$ cat src/rtl/bus_arbiter_desc.sv
module bus_arbiter_desc #(
  parameter int N_MASTERS = 4,
  localparam int IW = (N_MASTERS > 1) ? $clog2(N_MASTERS) : 1
) (
  input  logic                 clk,
  input  logic                 rst_n,
  input  logic                 rr_mode,
  input  logic [N_MASTERS-1:0] req,
  input  logic                 bus_release,
  output logic [N_MASTERS-1:0] grant,
  output logic [IW-1:0]        owner_idx
);

  localparam logic [IW-1:0] TOP = IW'(N_MASTERS - 1);

  logic          busy_q;
  logic [IW-1:0] owner_q;
  logic [IW-1:0] ptr_q;
  logic          pick_ok;
  logic [IW-1:0] pick_idx;

  always_comb begin
    pick_ok  = 1'b0;
    pick_idx = '0;
    if (rr_mode) begin
      for (int k = 0; k < N_MASTERS; k++) begin
        if (!pick_ok && req[(int'(ptr_q) + N_MASTERS - k) % N_MASTERS]) begin
          pick_ok  = 1'b1;
          pick_idx = IW'((int'(ptr_q) + N_MASTERS - k) % N_MASTERS);
        end
      end
    end else begin
      for (int i = 0; i < N_MASTERS; i++) begin
        if (!pick_ok && req[i]) begin
          pick_ok  = 1'b1;
          pick_idx = IW'(i);
        end
      end
    end
  end

  always_ff @(posedge clk or negedge rst_n) begin
    if (!rst_n) begin
      busy_q  <= 1'b0;
      owner_q <= '0;
      ptr_q   <= TOP;
    end else if (busy_q) begin
      if (bus_release) busy_q <= 1'b0;
    end else if (pick_ok) begin
      busy_q  <= 1'b1;
      owner_q <= pick_idx;
      if (rr_mode) ptr_q <= (pick_idx == '0) ? TOP : pick_idx - 1'b1;
    end
  end

  assign grant     = busy_q ? (N_MASTERS'(1) << owner_q) : '0;
  assign owner_idx = busy_q ? owner_q : '0;

endmodule

$ cat config.mk
export PLATFORM = sky130hd
export DESIGN_NAME = bus_arbiter_desc
export DESIGN_NICKNAME = d
export VERILOG_FILES = /design/src/rtl/bus_arbiter_desc.sv
export SDC_FILE = /design/constraint.sdc
export NUM_CORES = 1
export LEC_CHECK = 0
export CAP_MARGIN = 25
export CORE_AREA = 8 8 45 47
export CTS_BUF_LIST = sky130_fd_sc_hd__clkbuf_4 sky130_fd_sc_hd__clkbuf_8
export CTS_CLUSTER_DIAMETER = 60
export CTS_CLUSTER_SIZE = 28
export DETAILED_ROUTE_END_ITERATION = 10
export DIE_AREA = 0 0 53 55
export PLACE_DENSITY = 0.57
export SYNTH_ARGS = -nofsm -noshare
export SYNTH_HDL_FRONTEND = slang
export SYNTH_SLANG_ARGS = --single-unit
$ cat constraint.sdc
create_clock -name clk -period 1.2 [get_ports clk]
set_input_delay 0.24 -clock clk [delete_from_list [all_inputs] [get_ports clk]]
set_output_delay 0.24 -clock clk [all_outputs]
set_load 0.02 [all_outputs]
==> metrics.md <==
| Metric | Value |
|---|---|
| Area enclosed by the die boundary | 2920 um2 |
| Final design area excluding fillers | 723 um2 |
| Vias per std cell | 4.63 |
| # placed instances | 80 |
| Latest clock arrival within the worst-skew pair | 0.24 ns |
| Drt initial violations | 1 |
| Commonest non-fill, non-tap cell in the layout | buf_4 |
| Sequential fraction of design power | 26.0% |
| Via count | 407 |
| Failing checks | setup timing |
| Setup violators final | 10 |
| Minimum hold slack | 0.208 ns |
| Number of hold buffers added after CTS | 0 |
| Clk pwr share | 16.2% |
| Final Critical Period | 1.34 ns |
| Synthesis-stage register bit count | 5 |
| Post-Syn Nets | 47 |
| Transition time of the tightest slew-check pin | 0.210 ns |
| Post-route insts no fill | 88 |
| Maximum level of the CTS H-tree | 1 |
| Switch share | 34.4% |
| Clock Tree Buf Depth | 2 |
| Max-slew headroom | 86.0% |
| Peak supply drop | 847 uV |
| Std cell rows | 14 |
| Power density normalized to cell area | 1870 nW/um2 |
| Final count of hold timing violations | 0 |
| Maximum fanout count along the critical path | 5 |
| WP data required | 0.96 ns |
| Kind of end point of the critical path | primary output |
| Total clock buffers created by CTS | 3 |
| Maximum clock rate | 748 MHz |
| Worst endpoint data arrival time | 1.10 ns |
| Number of cells traversed by the worst register-to-register path | 6 |
| Core area | 1380 um2 |
| Number of warning messages in the yosys log | 0 |
| Final clock period utilization by the worst path | 111% |
| Proportion of layout cells with a drive suffix above 1 | 63.9% |
| Sequential-to-total area share from yosys stat | 35.7% |
| Port-buffer cells | 13 |
| HPWL after detailed placement | 764 um |
| Count of filler cells inserted in the layout | 141 |
| Initial cell density of the core | 25.9% |
| Global-route wire length before repair | 1740 um |
| Die width | 53 um |
| Boundary Pins | 14 |
| Root buffer cell | clkbuf_4 |
| Remaining global-route overflow | 0 |
| Number of antenna violations at the first check in global routing | 0 |
| First-pass iteration count of the detailed router | 3 |
| Routed len/inst | 12.1 um |
| Count of antenna-violating nets left after detailed routing | 0 |
| Setup ws final | -0.138 ns |
| Number of library cell types mapped by synthesis | 22 |
| Clock edge transition at the registers on the reported setup and hold paths | 0.04 ns |
| Tightest Hold Check Type | in -> async |
| Worst clock skew | 0.00128 ns |
| Combinational share of power | 57.8% |
| # nets final | 81 |
| Commonest non-fill, non-tap cells in the layout | buf_4, buf_6, a21oi_1, clkbuf_4 |
| Post-Route Setup TNS | -0.906 ns |
| Worst Setup Start Kind | flop |
| Post-Syn Instances | 39 |
| Final RePlAce weighted congestion | 0.707 |
| Avg Synthesized Cell Area | 9.18 um2 |
| Result of the run | complete, but fails checks |
| Unrepaired setup endpoints after global routing | yes |
| Area growth from synthesis to layout | 102% |
| Final Max Slew Viols | 0 |
| Internal power | 0.000888 W |
| Die span in y | 55 um |
| Worst setup path class | reg -> out |
| Pleak | 0.332 nW |
| Summed instance area of the synthesized netlist | 358 um2 |
| Number of clock sinks seen by CTS | 5 |
| Combined global-route utilization of all metal layers | 8.28% |
| Placement-stage cell area | 618 um2 |
| Pre-CTS setup slack | -0.621 ns |
| Net load switching power | 0.000465 W |
| Maximum number of pins on one net before global-route repair | 8 |
| Number of global-route vias before repair | 417 |
| Ant diodes | 0 |
| TritonCTS clock tree | yes |
| Remaining DRCs | 0 |
| Maximum capacitance violations | 0 |
| Total Wirelength | 1060 um |
==> layout make-up <==
type | count | area [um2] | area share (%)
multi-input combinational | 33 | 275 | 38.1
timing repair buffer | 29 | 267 | 36.9
sequential | 5 | 128 | 17.6
clock buffer | 4 | 30.0 | 4.15
tap | 16 | 20.0 | 2.77
inverter | 1 | 3.75 | 0.519
==> state kept, by name (all words and copies together), names as in the netlist <==
| register | count |
|---|---|
| owner_q | 2 |
| ptr_q | 2 |
| busy_q | 1 |
==> logic make-up after synthesis <==
logic type | share of synthesized area, %
compound gates | 23.8
xor+xnor | 2.45
buf+inv | 1.05
flops | 35.7
mux | 8.39
simple gates | 28.7
==> synth_stat cells, drive strengths merged <==
| library cell | n | area share [%] |
|---|---|---|
| o31ai | 1 | 2.1 |
| or4 | 1 | 3.1 |
| o21bai | 1 | 2.1 |
| a2bb2oi | 1 | 2.4 |
| nand2 | 4 | 4.9 |
| nor2b | 4 | 9.1 |
| xnor2 | 1 | 2.4 |
| o22a | 1 | 2.4 |
| inv | 1 | 1.0 |
| dfrtp | 3 | 21 |
| nor2 | 4 | 4.2 |
| a211oi | 1 | 3.5 |
| and3 | 1 | 1.7 |
| nor3b | 1 | 2.1 |
| mux2 | 2 | 8.4 |
| dfstp | 2 | 15 |
| o21ai | 3 | 4.2 |
| a21oi | 5 | 7.0 |
| and2 | 2 | 3.5 |
==> routing by layer <==
metal  vias up  GRT usage, %  part of all wire, %
met3         3          3.48                  7.8
li1        206             -                    -
met2        12          14.5                   53
met4         0          6.47                  2.7
met5         -             0                    0
met1       186          7.53                   36
==> final timing paths <==
path | start | to | slack (ns)
worst max-delay path | owner_q[1] | grant[2] | -0.14
worst min-delay path | rst_n | owner_q[1] | 0.21
worst max register to register | ptr_q[0] | ptr_q[0] | -0.14
worst min register to register | ptr_q[1] | ptr_q[1] | 0.53
max in group asynchronous | rst_n | ptr_q[0] | 0.74
min in group clk | req[1] | busy_q | 0.46
==> critical path, cell delays in order (launching register included) <==
cell and delay [ns]:
dfrtp_1 0.43, and2_4 0.19, nor2b_4 0.12, buf_6 0.12
==> power groups by stage <==
| stage | logic, W | registers, W | clock network, W |
|---|---|---|---|
| finish | 0.000782 | 0.000352 | 0.000219 |
| global route | 0.000846 | 0.000361 | 0.000239 |
| CTS | 0.000710 | 0.000340 | 0.000227 |
| detailed placement | 0.000635 | 0.000326 | 0 |
| global placement | 0.000629 | 0.000325 | 0 |
| floorplan | 0.000333 | 0.000334 | 0 |
==> metrics by stage <==
stage               total power, W  utilization [%]
floorplan                 0.000667                -
finish                     0.00135             52.3
global placement          0.000954             44.7
detailed placement        0.000961             44.7
CTS                        0.00128             50.3
global route               0.00145             52.3
==> repair_timing <==
action	CTS	global route
endpoints found under the setup margin	11	10
setup buffers	3	2
pin swaps	8	3
resized for setup	50	6
Power figures use the tool's default switching activity.
